==> config.mk <==
export PLATFORM = sky130hd
export DESIGN_NAME = exc_sequencer
export DESIGN_NICKNAME = d
export VERILOG_FILES = /design/src/rtl/exc_sequencer.sv
export SDC_FILE = /design/constraint.sdc
export NUM_CORES = 1
export LEC_CHECK = 0
export BUFFER_PORTS_ARGS = -buffer_cell sky130_fd_sc_hd__buf_2
export CORE_AREA = 2 2 145 147
export CTS_BUF_LIST = sky130_fd_sc_hd__clkbuf_8
export CTS_CLUSTER_SIZE = 24
export DETAILED_ROUTE_END_ITERATION = 10
export DIE_AREA = 0 0 147 149
export PLACE_DENSITY = 0.67
export SYNTH_ARGS = -nofsm -noshare
export SYNTH_HDL_FRONTEND = slang
export SYNTH_SLANG_ARGS = --single-unit
==> constraint.sdc <==
create_clock -name clk -period 2.5 [get_ports clk]
set_input_delay 0.125 -clock clk [delete_from_list [all_inputs] [get_ports clk]]
set_output_delay 0.125 -clock clk [all_outputs]
set_load 0.02 [all_outputs]
==> src/rtl/exc_sequencer.sv <==
module exc_sequencer #(
  parameter int XLEN = 32,
  parameter int NSRC = 6
) (
  input  logic            clk,
  input  logic            rst_n,
  input  logic            nmi_req,
  input  logic [NSRC-1:0] irq_req,
  input  logic [XLEN-1:0] next_pc,
  input  logic            ret_strobe,
  output logic            redir_valid,
  output logic [XLEN-1:0] redir_pc,
  output logic [XLEN-1:0] psw,
  output logic [XLEN-1:0] cause,
  output logic [XLEN-1:0] int_pc,
  output logic [XLEN-1:0] int_psw,
  output logic [XLEN-1:0] nmi_pc,
  output logic [XLEN-1:0] nmi_psw
);
  localparam int ID_B = 5;
  localparam int EP_B = 6;
  localparam int NP_B = 7;
  localparam int IW = (NSRC > 1) ? $clog2(NSRC) : 1;
  localparam logic [15:0] NMI_CODE = 16'h0010;
  localparam logic [15:0] VEC_BASE = 16'h0080;
  localparam logic [15:0] VEC_STEP = 16'h0010;
  localparam logic [XLEN-1:0] PSW_RST = XLEN'(32'h20);

  logic boot, nmi_q, nmi_pend;
  logic [IW-1:0] sel;
  logic [15:0] code;

  wire nmi_rise = nmi_req & ~nmi_q;
  wire nmi_go   = ~boot & ~ret_strobe & (nmi_pend | nmi_rise) & ~psw[NP_B];
  wire irq_go   = ~boot & ~ret_strobe & ~nmi_go & (|irq_req) & ~psw[NP_B] & ~psw[ID_B];
  wire from_int = psw[EP_B] | ~psw[NP_B];
  wire [XLEN-1:0] ret_pc  = from_int ? int_pc : nmi_pc;
  wire [XLEN-1:0] ret_psw = from_int ? int_psw : nmi_psw;

  always_comb begin
    sel = '0;
    for (int i = NSRC - 1; i >= 0; i--)
      if (irq_req[i]) sel = IW'(i);
  end

  assign code = VEC_BASE + VEC_STEP * 16'(sel);

  always_ff @(posedge clk or negedge rst_n) begin
    if (!rst_n) begin
      boot        <= 1'b1;
      nmi_q       <= 1'b0;
      nmi_pend    <= 1'b0;
      redir_valid <= 1'b0;
      redir_pc    <= '0;
      psw         <= PSW_RST;
      cause       <= '0;
      int_pc      <= '0;
      int_psw     <= '0;
      nmi_pc      <= '0;
      nmi_psw     <= '0;
    end else begin
      nmi_q       <= nmi_req;
      redir_valid <= 1'b0;
      if (nmi_go)        nmi_pend <= 1'b0;
      else if (nmi_rise) nmi_pend <= 1'b1;

      if (boot) begin
        boot        <= 1'b0;
        redir_valid <= 1'b1;
        redir_pc    <= '0;
      end else if (ret_strobe) begin
        redir_valid <= 1'b1;
        redir_pc    <= ret_pc & ~XLEN'(1);
        psw         <= ret_psw;
      end else if (nmi_go) begin
        nmi_pc        <= next_pc;
        nmi_psw       <= psw;
        cause[31:16]  <= NMI_CODE;
        psw[NP_B]     <= 1'b1;
        psw[ID_B]     <= 1'b1;
        psw[EP_B]     <= 1'b0;
        redir_valid   <= 1'b1;
        redir_pc      <= XLEN'(NMI_CODE);
      end else if (irq_go) begin
        int_pc        <= next_pc;
        int_psw       <= psw;
        cause[15:0]   <= code;
        psw[ID_B]     <= 1'b1;
        psw[EP_B]     <= 1'b0;
        redir_valid   <= 1'b1;
        redir_pc      <= XLEN'(code);
      end
    end
  end
endmodule

# [Word level (Yosys, flattened, before mapping)]
# Index checks and enable logic that the tools add are counted.
[word_totals] elab_cells=63 regBits=213 inputBits=42 out_inout_bits=225
[classes] bitwise_logic=16 reduce_logical=10 n_addsub=1 mux=22
[ops] operator="$mux W32" n=6
[ops] operator="$mux W3" n=7
[ops] operator="$add A8 B7 Y9 const A" n=1
[ops] operator="$and A1 B1 Y1" n=8
[ops] operator="$mux W1" n=7
[ops] operator="$not A1 Y1" n=6
[ops] operator="$reduce_and A2 Y1" n=3
[ops] operator="$reduce_or A6 Y1" n=1
[ops] operator="$mux W2" n=2
[ops] operator="$reduce_and A4 Y1" n=1
[ops] operator="$reduce_bool A2 Y1" n=2
[ops] operator="$reduce_bool A4 Y1" n=1
[ops] operator="$reduce_and A3 Y1" n=1
[ops] operator="$reduce_bool A3 Y1" n=1
[ops] operator="$or A1 B1 Y1" n=2

# [Depth between registers and ports, before layout]
[logic_depth] depth_word=14 depth_mapped=6

# [Least setup slack after synthesis]
# Ideal clock, no wire load.
[synth_timing] path_kind="reg-to-reg" start="register psw[7]" end="register int_pc[10]" setup_ns=0.125 path_slack_ns=0.485 stages_incl_launch_ff=6 t_arrival_ns=1.890 synth_period_minus_slack_ns=2.015 required_ns=2.375 path_cell_list="dfrtp_1 > or3_1 > nor4b_4 > buf_6 > buf_6 > mux2_4"
[synth_via] elab_chain_len=8
[synth_lines] item="start: declaration" line_no="13" text="output logic [XLEN-1:0] psw,"
[synth_lines] item="start signal: assignment" line_no="74" text="psw <= ret_psw;"
[synth_lines] item="$not A1 Y1 (*)" line_no="34, 35"
[synth_lines] item="$and A1 B1 Y1" line_no="34" text="wire nmi_go = ~boot & ~ret_strobe & (nmi_pend | nmi_rise) & ~psw[NP_B];"
[synth_lines] item="$not A1 Y1 (no source line)"
[synth_lines] item="$and A1 B1 Y1 (4 in series)" line_no="35" text="wire irq_go = ~boot & ~ret_strobe & ~nmi_go & (|irq_req) & ~psw[NP_B] & ~psw[ID_B];"
[synth_lines] item="$reduce_and A4 Y1 (no source line) (*)"
[synth_lines] item="end signal: assignment" line_no="85" text="int_pc <= next_pc;"
[synth_lines] item="end: declaration" line_no="15" text="output logic [XLEN-1:0] int_pc,"
# Every way passes the cells marked *; elsewhere a longest branch is shown, timed or not.
# A chain may end at the register's enable or synchronous reset.

# [Final worst setup path]
[layout_timing] start="register psw[7]" end="register int_pc[29]"
# Same word-level chain as after synthesis.

==> metrics.cfg <==
[floorplanning]
die_height_microns=149
rows=53
die_area_sq_um=21900
fp.dieW_microns=147
core_region_area_sq_um=20600
ios=267
start_util=0.407

[worst_setup_path]
crit_type=register to register
crit_path_end_kind=register
arrival_ps=2430
worstRegToRegCells=5
rrSetupSlack_ps=410
timing.rr.start=psw[7]
worstPathMaxFanout=37
timing.rr.end=int_pc[29]
start_kind=register
required_ps=2840

[placement]
hpwl_mm=13.4
dpl.cell_count=1083
io_buffers=238
routabilityCongestion=0.747

[clock_tree]
clkLatencyLatePin_ps=460
numCtsBuffers=17
clockRootBuffer=clkbuf_8
clkSinkCount=200
h-tree-depth=4
cts_setup_buffers=0
clk_path_buf_depth=2
tritoncts=yes
clkTransAtPathRegs_ps=100

[sta]
finalSetupViolations=0
slew_headroom=0.585
rsz0062_at_grt=false
finalMaxSlewViolations=0
fin_crit_sh=0.837
final_hold_viol_count=0
worst_slew_pin_slew_ps=620
fin_setup_tns_ps=0
fmax_mhz=478
fin_crit_ps=2090
finalClockSkew_ps=13.6

[worst_hold_path]
holdPathEnd=cause[6]
hold_class=input pin to register
min_from=irq_req[5]
hold-path-cell-count=4

[pwr]
combPwrFrac=0.332
p_sw_mw=3.88
cellPowerDensity_nw_per_um2=969
clkPwrFrac=0.215
p_int_mw=6.42
vdd_drop_max_v=0.000436
p_leak_nw=5.58
power_frac_seq=0.453
sw_frac_of_total=0.376

[logic_synthesis]
synthCells=589
synth_seq_area_share=0.599
async_reset_ff_frac=1.00
synth-seq-cells=200
ys_types=37
yosysWarnings=0
synth_flop_cell=dfrtp_1
synth_edf_count=0
syn_area_per_cell_sq_um=14.2
syn_area_sq_um=8360

[route]
totalWireLength_mm=19.9
final_antenna_net_count=0
drc=0
via_count=5571
drt_iter0_drc=141
wire_per_inst_microns=17.3
routed_via_density=4.84
firstDrtPassIters=5

[grt]
grt_pass1_vias=5614
overflow=0
grt_max_degree=68
antenna_found_initial=1
grt_pass1_wl_mm=31.4
grtUsageTotal=0.184

[outcome]
outcome=complete, no violations

[layout]
finalNetCount=903
drive_gt1_frac=0.491
areaGrowthSynthToFinish_pct=27.1
fillers=1832
final_cell_count_no_fill=1151

[flow_run]
maxCapViolCount=0

[registers in the layout, indices dropped and copies added (netlist names)]
name         count
int_pc          32
int_psw         32
nmi_pc          32
nmi_psw         32
psw             32
redir_pc        31
cause            5
boot             1
nmi_pend         1
nmi_q            1
redir_valid      1
[Yosys cell counts (all sizes together) (4+ instances only)]
master | instances | area share
a22o | 4 | 0.0042
buf | 46 | 0.038
clkbuf | 17 | 0.0076
dfrtp | 198 | 0.59
mux2 | 133 | 0.19
mux2i | 59 | 0.071
nand2 | 31 | 0.014
nor2 | 7 | 0.0031
nor2b | 6 | 0.0045
nor3 | 6 | 0.0049
o21ai | 30 | 0.018
o2bb2ai | 27 | 0.028
[power by group through the flow]
stage | logic, mW | registers, mW | clock network [mW]
finish | 3.42 | 4.66 | 2.21
global route | 3.66 | 4.79 | 2.44
CTS | 3.47 | 4.66 | 2.31
detailed placement | 3.42 | 4.72 | 0
global placement | 3.37 | 4.70 | 0
floorplan | 1.20 | 5.62 | 0
[worst max path at each step]
stage                             end  startpoint  slack, ps
after global placement    int_psw[23]      psw[7]        440
after floorplan            int_pc[10]      psw[7]        480
after detailed placement   int_pc[28]      psw[7]        400
final                      int_pc[29]      psw[7]        410
after global routing       int_pc[23]      psw[7]        310
after CTS                  int_pc[29]      psw[7]        390
[critical path, cell delays in order (launching register included)]
cell and delay [ps]:
dfrtp_1 460, or3_1 430, nor4b_4 260, buf_4 190, buf_12 260, mux2_2 370
[kinds of logic (layout without fill, tap and decap cells)]
kind of cell           Yosys count  after routing  share of synthesized area
AO/OA/AOI/OAI                   69             69                     0.0584
multiplexers                   192            192                      0.257
other                            1             31                   0.000449
buffers and inverters           65            322                     0.0467
flip-flops                     200            200                      0.599
AND/OR/NAND/NOR                 62             62                     0.0382
[layout by cell type (no fill, tap or decap), types with 2 or more instances in the layout]
master         instances
conb_1                29
mux2_4                17
o2bb2ai_1             27
inv_8                  4
clkinv_4               2
inv_6                  3
buf_4                 10
dfstp_2                2
dlygate4sd3_1         34
o21ai_0               29
diode_2                2
or3_1                  2
nand2_1               31
inv_1                  2
clkbuf_8              18
clkinv_8               3
buf_12                 6
nor2_1                 7
mux2_2               116
dfrtp_1              198
a22o_1                 4
buf_2                237
mux2i_1               59
nor2b_1                5
or2_2                  2
bufinv_16              2
nor3_1                 5
[cell type report]
| type | instances | area, sq um | area share |
|---|---|---|---|
| Timing Repair Buffer | 288 | 1740 | 0.163 |
| Clock inverter | 15 | 203 | 0.0191 |
| Antenna cell | 2 | 5.00 | 0.000471 |
| Multi-Input combinational cell | 352 | 3090 | 0.291 |
| Sequential cell | 200 | 5010 | 0.471 |
| Tap cell | 275 | 344 | 0.0324 |
| Inverter | 2 | 7.51 | 0.000706 |
| Clock buffer | 17 | 234 | 0.0220 |
[through the flow]
step	utilization	hold WS, ps	setup WS, ps	instance area (sq um)	total power [mW]
after global routing	0.517	76.4	314	10600	10.9
after global placement	0.479	136	444	9850	8.07
after floorplan	-	-171	485	8470	6.83
after CTS	0.517	63.4	392	10600	10.4
after detailed placement	0.479	142	404	9850	8.14
final	0.517	101	407	10600	10.3
[routing by layer]
metal | GRT usage | share of wire | vias to the layer above
li1 | - | - | 2588
met4 | 0.0582 | 0.016 | 0
met1 | 0.252 | 0.46 | 2787
met3 | 0.0590 | 0.069 | 19
met5 | 0 | 0 | -
met2 | 0.280 | 0.46 | 177
[what timing repair did]
action,4_1_cts,5_1_grt
gates resized for setup,0,0
endpoints found under the hold margin,123,0
hold buffers,34,0
No activity file was read; power rests on OpenSTA's default activity.
